==> src/rtl/supv_pkg.sv <==
package supv_pkg;
    typedef enum logic [1:0] {
        ST_SUPPLY_HOLD = 2'd0,
        ST_RUN         = 2'd1,
        ST_WDOG_HOLD   = 2'd2
    } supv_state_e;

    localparam logic [1:0] WD_SEL_LONG  = 2'b00;
    localparam logic [1:0] WD_SEL_MID   = 2'b01;
    localparam logic [1:0] WD_SEL_SHORT = 2'b10;
    localparam logic [1:0] WD_SEL_OFF   = 2'b11;
endpackage

==> src/rtl/supv_kick_edge.sv <==
module supv_kick_edge #(
    parameter int SYNC_STAGES = 2
) (
    input  logic clk,
    input  logic rst_n,
    input  logic pin_in,
    output logic fall_seen
);
    localparam int NQ = SYNC_STAGES + 1;

    logic [NQ-1:0] pipe_q;

    always_ff @(posedge clk or negedge rst_n) begin
        if (!rst_n) begin
            pipe_q <= '1;
        end else begin
            pipe_q <= {pipe_q[NQ-2:0], pin_in};
        end
    end

    // previous synchronized level high, current synchronized level low
    assign fall_seen = pipe_q[NQ-1] & ~pipe_q[NQ-2];
endmodule

==> src/rtl/supv_wd_timer.sv <==
module supv_wd_timer import supv_pkg::*; #(
    parameter int WD_TICKS_LONG  = 140,
    parameter int WD_TICKS_MID   = 60,
    parameter int WD_TICKS_SHORT = 20
) (
    input  logic       clk,
    input  logic       rst_n,
    input  logic       tick,
    input  logic       run,
    input  logic       kick_fall,
    input  logic [1:0] sel,
    output logic       expire
);
    localparam int MAX_LM = (WD_TICKS_LONG > WD_TICKS_MID) ? WD_TICKS_LONG : WD_TICKS_MID;
    localparam int MAX_T  = (MAX_LM > WD_TICKS_SHORT) ? MAX_LM : WD_TICKS_SHORT;
    localparam int CW     = $clog2(MAX_T + 1);
    localparam logic [CW-1:0] LAST_LONG  = CW'(WD_TICKS_LONG - 1);
    localparam logic [CW-1:0] LAST_MID   = CW'(WD_TICKS_MID - 1);
    localparam logic [CW-1:0] LAST_SHORT = CW'(WD_TICKS_SHORT - 1);

    logic [CW-1:0] cnt_q;
    logic [CW-1:0] last_tick;
    logic          active;

    always_comb begin
        unique case (sel)
            WD_SEL_LONG:  last_tick = LAST_LONG;
            WD_SEL_MID:   last_tick = LAST_MID;
            WD_SEL_SHORT: last_tick = LAST_SHORT;
            default:      last_tick = '0;
        endcase
    end

    assign active = run && (sel != WD_SEL_OFF) && !kick_fall;
    assign expire = active && tick && (cnt_q >= last_tick);

    always_ff @(posedge clk or negedge rst_n) begin
        if (!rst_n) begin
            cnt_q <= '0;
        end else if (!active) begin
            cnt_q <= '0;
        end else if (tick) begin
            cnt_q <= expire ? '0 : cnt_q + 1'b1;
        end
    end
endmodule

==> src/rtl/supv_hold_fsm.sv <==
module supv_hold_fsm import supv_pkg::*; #(
    parameter int HOLD_TICKS = 20
) (
    input  logic clk,
    input  logic rst_n,
    input  logic tick,
    input  logic vcc_ok,
    input  logic wd_expire,
    output logic in_run,
    output logic wd_cause
);
    localparam int HW = $clog2(HOLD_TICKS + 1);
    localparam logic [HW-1:0] HOLD_LAST = HW'(HOLD_TICKS - 1);

    supv_state_e   state_q, state_d;
    logic [HW-1:0] cnt_q, cnt_d;
    logic          cause_q, cause_d;

    always_ff @(posedge clk or negedge rst_n) begin
        if (!rst_n) begin
            state_q <= ST_SUPPLY_HOLD;
            cnt_q   <= '0;
            cause_q <= 1'b0;
        end else begin
            state_q <= state_d;
            cnt_q   <= cnt_d;
            cause_q <= cause_d;
        end
    end

    always_comb begin
        state_d = state_q;
        cnt_d   = cnt_q;
        cause_d = cause_q;
        if (!vcc_ok) begin
            // brownout: any state
            state_d = ST_SUPPLY_HOLD;
            cnt_d   = '0;
            cause_d = 1'b0;
        end else begin
            unique case (state_q)
                ST_SUPPLY_HOLD, ST_WDOG_HOLD: begin
                    if (tick) begin
                        if (cnt_q == HOLD_LAST) begin
                            state_d = ST_RUN;
                            cnt_d   = '0;
                        end else begin
                            cnt_d = cnt_q + 1'b1;
                        end
                    end
                end
                ST_RUN: begin
                    if (wd_expire) begin
                        state_d = ST_WDOG_HOLD;
                        cnt_d   = '0;
                        cause_d = 1'b1;
                    end
                end
                default: begin
                    state_d = ST_SUPPLY_HOLD;
                    cnt_d   = '0;
                end
            endcase
        end
    end

    always_comb begin
        in_run   = (state_q == ST_RUN);
        wd_cause = cause_q;
    end
endmodule

==> src/rtl/supv_reset_gen.sv <==
module supv_reset_gen #(
    parameter int HOLD_TICKS     = 20,
    parameter int WD_TICKS_LONG  = 140,
    parameter int WD_TICKS_MID   = 60,
    parameter int WD_TICKS_SHORT = 20,
    parameter bit ACTIVE_LOW     = 1'b1
) (
    input  logic       clk,
    input  logic       rst_n,
    input  logic       tick,
    input  logic       vcc_ok,
    input  logic [1:0] wd_sel,
    input  logic       kick_cs_n,
    output logic       rst_out,
    output logic       wd_cause,
    output logic       host_access_ok
);
    logic kick_fall;
    logic wd_expire;
    logic in_run;
    logic rst_int;

    supv_kick_edge #(.SYNC_STAGES(2)) u_kick (
        .clk      (clk),
        .rst_n    (rst_n),
        .pin_in   (kick_cs_n),
        .fall_seen(kick_fall)
    );

    supv_wd_timer #(
        .WD_TICKS_LONG (WD_TICKS_LONG),
        .WD_TICKS_MID  (WD_TICKS_MID),
        .WD_TICKS_SHORT(WD_TICKS_SHORT)
    ) u_wdt (
        .clk      (clk),
        .rst_n    (rst_n),
        .tick     (tick),
        .run      (in_run),
        .kick_fall(kick_fall),
        .sel      (wd_sel),
        .expire   (wd_expire)
    );

    supv_hold_fsm #(.HOLD_TICKS(HOLD_TICKS)) u_fsm (
        .clk      (clk),
        .rst_n    (rst_n),
        .tick     (tick),
        .vcc_ok   (vcc_ok),
        .wd_expire(wd_expire),
        .in_run   (in_run),
        .wd_cause (wd_cause)
    );

    assign rst_int        = ~in_run;
    assign host_access_ok = in_run;

    generate
        if (ACTIVE_LOW) begin : g_pol_low
            assign rst_out = ~rst_int;
        end else begin : g_pol_high
            assign rst_out = rst_int;
        end
    endgenerate
endmodule

==> config.mk <==
export PLATFORM = sky130hd
export DESIGN_NAME = supv_reset_gen
export DESIGN_NICKNAME = d
export VERILOG_FILES = /design/src/rtl/supv_pkg.sv /design/src/rtl/supv_kick_edge.sv /design/src/rtl/supv_wd_timer.sv /design/src/rtl/supv_hold_fsm.sv /design/src/rtl/supv_reset_gen.sv
export SDC_FILE = /design/constraint.sdc
export NUM_CORES = 1
export LEC_CHECK = 0
export ABC_AREA = 1
export BUFFER_PORTS_ARGS = -buffer_cell sky130_fd_sc_hd__buf_4
export CAP_MARGIN = 20
export CORE_MARGIN = 5
export CORE_UTILIZATION = 35
export CTS_CLUSTER_DIAMETER = 30
export DETAILED_ROUTE_END_ITERATION = 8
export GPL_TIMING_DRIVEN = 0
export HOLD_SLACK_MARGIN = 0.05
export PLACE_DENSITY = 0.52
export RECOVER_POWER = 50
export SYNTH_ARGS = -nofsm -noshare
export SYNTH_HDL_FRONTEND = slang
export SYNTH_SLANG_ARGS = --single-unit
==> constraint.sdc <==
create_clock -name clk -period 2.12 [get_ports clk]
set_input_delay 0.212 -clock clk [delete_from_list [all_inputs] [get_ports clk]]
set_output_delay 0.212 -clock clk [all_outputs]
set_load 0.03 [all_outputs]
### Word level (Yosys, flattened, before mapping)

Cells that the tools add are included.
W data, S select, Z words.

| cells by class | value |
|---|---|
| $mul | 0 |
| reductions and logical operators | 11 |
| div/mod/pow operators | 0 |
| order comparisons | 1 |
| equality and inequality tests | 12 |
| bitwise gates (word level) | 2 |
| add/sub/neg operators | 2 |
| multiplexer cells | 17 |
| shift operators | 0 |

Operators with widths:

| cell | count |
|---|---|
| $mux W8 | 3 |
| $pmux W8 S3 | 1 |
| $mux W5 | 4 |
| $pmux W5 S2 | 1 |
| $add A8 B1 Y8 const B | 1 |
| $ge A8 B8 Y1 | 1 |
| $mux W2 | 4 |
| $ne A3 B3 Y1 const B | 2 |
| $add A5 B1 Y5 const B | 1 |
| $eq A5 B5 Y1 const B | 1 |
| $eq A2 B1 Y1 const B | 2 |
| $eq A2 B2 Y1 const B | 2 |
| $logic_and A1 B1 Y1 | 4 |
| $logic_not A2 Y1 | 2 |
| $ne A2 B1 Y1 const B | 2 |
| $ne A2 B2 Y1 const B | 2 |
| $pmux W2 S2 | 1 |
| $reduce_and A2 Y1 | 2 |
| $mux W1 | 3 |
| $ne A3 B2 Y1 const B | 1 |
| $reduce_and A3 Y1 | 1 |
| $reduce_or A2 Y1 | 1 |
| $and A1 B1 Y1 | 1 |
| $logic_not A1 Y1 | 1 |
| $not A1 Y1 | 1 |

| word-level totals | value |
|---|---|
| memories kept | 0 |
| bits in read-only memories | 0 |
| logic and storage cells | 50 |
| register bits after elaboration | 19 |
| bits in latches | 0 |
| memory bits (writable) | 0 |

### Logic depth before layout (Yosys ltp)

| depth | value |
|---|---|
| depth in word-level cells | 9 |
| depth in mapped cells | 15 |
| gate-level depth less buffers | 15 |

### Modules after synthesis

From an unflattened synthesis, not the netlist that was laid out.

| unflattened totals | value |
|---|---|
| cell total of the unflattened synthesis | 179 |
| area total of the unflattened synthesis | 1327.5 µm² |

By module, submodules not included:

| module | cells each | times used | sequential area each (µm²) | area each (µm²) |
|---|---|---|---|---|
| supv_wd_timer | 103 | 1 | 200.2 | 748.2 |
| supv_hold_fsm | 70 | 1 | 200.2 | 483.0 |
| supv_kick_edge | 5 | 1 | 78.8 | 88.8 |
| supv_reset_gen | 1 | 1 | 0.0 | 7.5 |

### Worst setup path after synthesis

Ideal clock, no wire load.

| timing path | value |
|---|---|
| kind | input port to flip-flop |
| start point | input wd_sel[0] |
| end point | register u_fsm.cnt_q[2] |
| data required time | 2003 ps |
| library setup time | 117 ps |
| stages on the path | 14 |
| data arrival time | 1579 ps |
| setup slack | 424 ps |
| cell sequence | ha_1 o21bai_1 ha_1 inv_1 nor2_2 nand2_1 nand2_1 nand2_1 nand3_2 nand2_4 nand2_4 nand2_8 nand2_2 o21ai_2 |

| between the ends | value |
|---|---|
| cells in the longest elaborated chain, start to end | 7 |
| elaborated cells between the ends (all ways) | 12 |
| classes of those cells | 1 x order compare; 4 x eq/ne; 1 x mux; 6 x reduce/logical |

Ends and longest elaborated chain:

| what | RTL line | text |
|---|---|---|
| start: declaration | supv_reset_gen.sv:12 | `input logic [1:0] wd_sel,` |
| branches (longest 4 deep; another with $ge A8 B8 Y1) | -- |  |
| $logic_and A1 B1 Y1 * | supv_wd_timer.sv:35 | `assign expire = active && tick && (cnt_q >= last_tick);` |
| $ne A3 B3 Y1 (no line) * | -- |  |
| $reduce_and A2 Y1 (no line) * | -- |  |
| end signal: assignment | supv_hold_fsm.sv:26 | `cnt_q <= cnt_d;` |
| end: declaration | supv_hold_fsm.sv:16 | `logic [HW-1:0] cnt_q, cnt_d;` |

Every way passes the cells marked *.
A chain may end at the register's enable or synchronous reset.

### Final worst setup path

| timing path | value |
|---|---|
| start point | register u_wdt.cnt_q[5] |
| end point | register u_fsm.cnt_q[2] |

| between the ends | value |
|---|---|
| cells in the longest elaborated chain, start to end | 4 |

Ends and longest elaborated chain:

| what | RTL line | text |
|---|---|---|
| start: declaration | supv_wd_timer.sv:21 | `logic [CW-1:0] cnt_q;` |
| start signal: assignment | supv_wd_timer.sv:43 | `cnt_q <= expire ? '0 : cnt_q + 1'b1;` |
| $ge A8 B8 Y1 | supv_wd_timer.sv:35 |  |
| $logic_and A1 B1 Y1 | supv_wd_timer.sv:35 |  |
| $ne A3 B3 Y1 (no line) | -- |  |
| $reduce_and A2 Y1 (no line) | -- |  |

Every way passes these cells.

==> impl_results.md <==
* Post-DP HPWL at between 1500 and 2000 µm
* RSZ-0062 raised after global routing: no
* Average cell area after synthesis at 8.87 µm²
* Startpoint Class: flip-flop
* FMAX at 563 MHz
* Seq cells post-synth at 19
* Slowest library cell on the worst path: dfrtp_1
* Syn nets at 161
* Drt pass-1 iters at 4
* IO Pins at 10
* ANT cells at 0
* Synthesized area at roughly 1300 µm²
* Largest net degree at the start of global routing at 20
* CP max FO at 9
* FF+latch area at 479 µm²
* Pleak at 0.721 nW
* Chip Height at roughly 70 µm
* Synth top area share at 31.8%
* Final setup fails at 0
* Critical-path cell list: ha_1 > nand2_1 > nand2_1 > a21oi_1 > nand3_2 > nand2_4 > nand2_4 > nand2_8 > nand2_2 > o21ai_2
* # DRC at 0
* CTS sink cnt at 19
* Worst Hold Class: in -> reg
* GPL Wtd Cong at 0.752
* Synth top area cells: dfrtp_1 (32%), ha_1 (12%), nand2_1 (6.6%)
* Maxcap violations at 0
* Setup Skew at 0.00292 ns
* Final Slew Violations at 0
* Slew margin rel. at 30.3%
* Port bufs at 9
* Register area share after synthesis at 38.0%
* Design internal power at 508 µW
* Pwr dens at 509 nW/µm²
* CTS Buf Count at 3
* Status: finished clean
* Post-DRT Antenna Nets at 0
* CTS H-tree depth at 1
* Vias/cell at 4.65
* Clock Pin Slew Worst Setup and Hold Paths at approximately 0.11 ns
* CP Class: reg -> reg
* Dominant cell by count in the synthesized netlist: nand2_1
* Initial antenna violation count at 0
* Die width at 70 µm
* Fin. Hold Viols at 0
* Synth warn at 0
* Routed vias at between 900 and 1000
* Worst-Margin Slew at 1.05 ns
* Slowest stage delay, CP at approximately 0.42 ns
* Post-synth EDFFs at 0
* Total core area at 3420 µm²
* CP Data Arrival Time at 2.01 ns
* Die Footprint at roughly 4900 µm²
* Drt initial violations at 43
* Worst path bufs/invs at 0
* Gr ovfl total at 0
* Global-route wire length before repair at 3920 µm
* Vias in the first global route at slightly below 900
* Starting density of the core at 36.9%
* Clock share of power at between 20% and 30%
* Detailed Route WL at approximately 2200 µm
* Flop pwr share at 54.2%
* Comb power frac at about a fifth
* Avg WL per Cell at 10.8 µm
* TritonCTS clock tree: yes
* NetSw at between 200 and 250 µW
* Final nets at 177
* Worst Path Required at 2.36 ns
* Main synth FF type: dfrtp_1
* Number of distinct library cells after synthesis at 29
* Area grow syn2layout at 13.3%
* Critical Path Sink Type: flip-flop
* Switching portion of total power at 30.0%
* CP top delay family: simple AND/OR/NAND/NOR gates
* Post-Syn Instances at 142
* Top cells by count, synth: nand2_1 (22), inv_1 (17), dfrtp_1 (16)
* Row cnt at 21
* Dominant cell type by area after synthesis: dfrtp_1
* Final total power at around 730 µW
* Skew-Pair Late Insertion Delay at 0.30 ns
* Worst VDD drop at 0.200 mV
* Area taken by multi-input logic gates at 683 µm²
* # fillers at 352
* Clk root buf: clkbuf_4
* Post-route setup TNS at 0 ns
* Max Root-Sink Buffers at 2
* Asr flop ratio synth at 100%
* Layout cells sized above 1 at between 20% and 30%
* Total Routing Usage GR at under 10%
* Final Critical Period at ~1.8 ns
* Tcrit/Tclk final at 83.7%
* Setup Buffers After CTS at 0
metal layers:
metal | up-vias | GRT usage [%] | wire, µm
met3 | 4 | 3.01 | 116
met4 | 0 | 4.47 | 36
met2 | 15 | 14.3 | 908
met1 | 433 | 13.7 | 1130
li1 | 492 | - | -
met5 | - | 0 | 0
stage by stage:
| step | utilization (%) | cells | area (µm²) | hold WS, ns | setup WS, ns |
|---|---|---|---|---|---|
| 2_1_floorplan | - | 142 | 1260 | -0.0836 | 0.424 |
| 3_3_place_gp | 40.5 | 197 | 1390 | 0.0993 | 0.168 |
| 3_5_place_dp | 40.5 | 197 | 1390 | 0.104 | 0.107 |
| 4_1_cts | 41.9 | 203 | 1430 | 0.147 | 0.342 |
| 5_1_grt | 41.8 | 203 | 1430 | 0.153 | 0.224 |
| 6_report | 41.8 | 203 | 1430 | 0.159 | 0.345 |
worst reg2reg max path: stages, from the launching register on:
cell and delay, ns:
dfrtp_1 0.42, ha_1 0.32, nand2_1 0.07, nand2_1 0.05, a21oi_1 0.21, nand3_2 0.22
nand2_4 0.12, nand2_4 0.08, nand2_8 0.11, nand2_2 0.07, o21ai_2 0.05
repair_timing:
action / in CTS / in global routing
hold buffers: 2 / 0
endpoints found under the setup margin: 0 / 0
hold endpoints to repair: 20 / 0
resized for setup: 0 / 0
power groups by stage:
stage / registers, mW / logic [mW] / clock network (mW)
after floorplan: 0.398 / 0.102 / 0
after global placement: 0.400 / 0.140 / 0
after detailed placement: 0.401 / 0.143 / 0
after CTS: 0.394 / 0.147 / 0.201
after global routing: 0.396 / 0.162 / 0.215
final: 0.394 / 0.143 / 0.189
flip-flops by register name, summed over array words and instances, names as in the netlist:
register / count
u_fsm.wd_cause: 1
u_kick.pipe_q: 3
u_fsm.cnt_q: 5
u_wdt.cnt_q: 8
u_fsm.state_q: 2
final cells by class:
class / instances / area share (%)
Buffer: 2 / 1.31
Clock buffer: 4 / 1.84
Inverter: 21 / 5.52
Multi-Input combinational cell: 100 / 47.9
Sequential cell: 19 / 33.6
Tap cell: 46 / 4.03
Timing Repair Buffer: 11 / 5.87
final timing paths:
check / startpoint / to / slack [ns] / depth (start not counted)
min reg2reg: u_kick.pipe_q[0]$_DFF_PN1_ / u_kick.pipe_q[1]$_DFF_PN1_ / 0.37 / 0
max in group asynchronous: rst_n / u_fsm.cnt_q[2]$_DFFE_PN0P_ / 0.89 / 2
max: u_wdt.cnt_q[5]$_DFFE_PN0P_ / u_fsm.cnt_q[2]$_DFFE_PN0P_ / 0.34 / 10
min: vcc_ok / u_fsm.state_q[1]$_DFFE_PN0P_ / 0.16 / 3
min in group asynchronous: rst_n / u_wdt.cnt_q[0]$_DFFE_PN0P_ / 0.60 / 2
max reg2reg: u_wdt.cnt_q[5]$_DFFE_PN0P_ / u_fsm.cnt_q[2]$_DFFE_PN0P_ / 0.34 / 10
placed cells by master (no fill, tap or decap):
cell	instances
a21oi_1	3
a22o_1	1
buf_4	8
buf_6	1
clkbuf_1	2
clkbuf_4	4
dfrtp_1	16
dfstp_1	1
dfstp_2	2
dlygate4sd3_1	2
ha_1	12
inv_1	17
inv_2	4
nand2_1	22
nand2_2	5
nand2_4	2
nand2_8	1
nand3_1	9
nand3_2	1
nand4_1	4
nor2_1	8
nor2_2	3
nor2_4	3
nor3_1	2
o21ai_0	2
o21ai_1	4
o21ai_2	5
o21bai_1	1
o2bb2ai_1	1
o31ai_1	3
or2_2	1
xnor2_1	3
xor2_1	4
cell families after synthesis:
kind of cell    share of synthesized area, %
simple gates                            26.6
buf+inv                                 7.75
compound gates                          10.8
flops                                   38.0
fa+ha+maj                               11.9
xor+xnor                                4.87
Power figures use the tool's default switching activity.
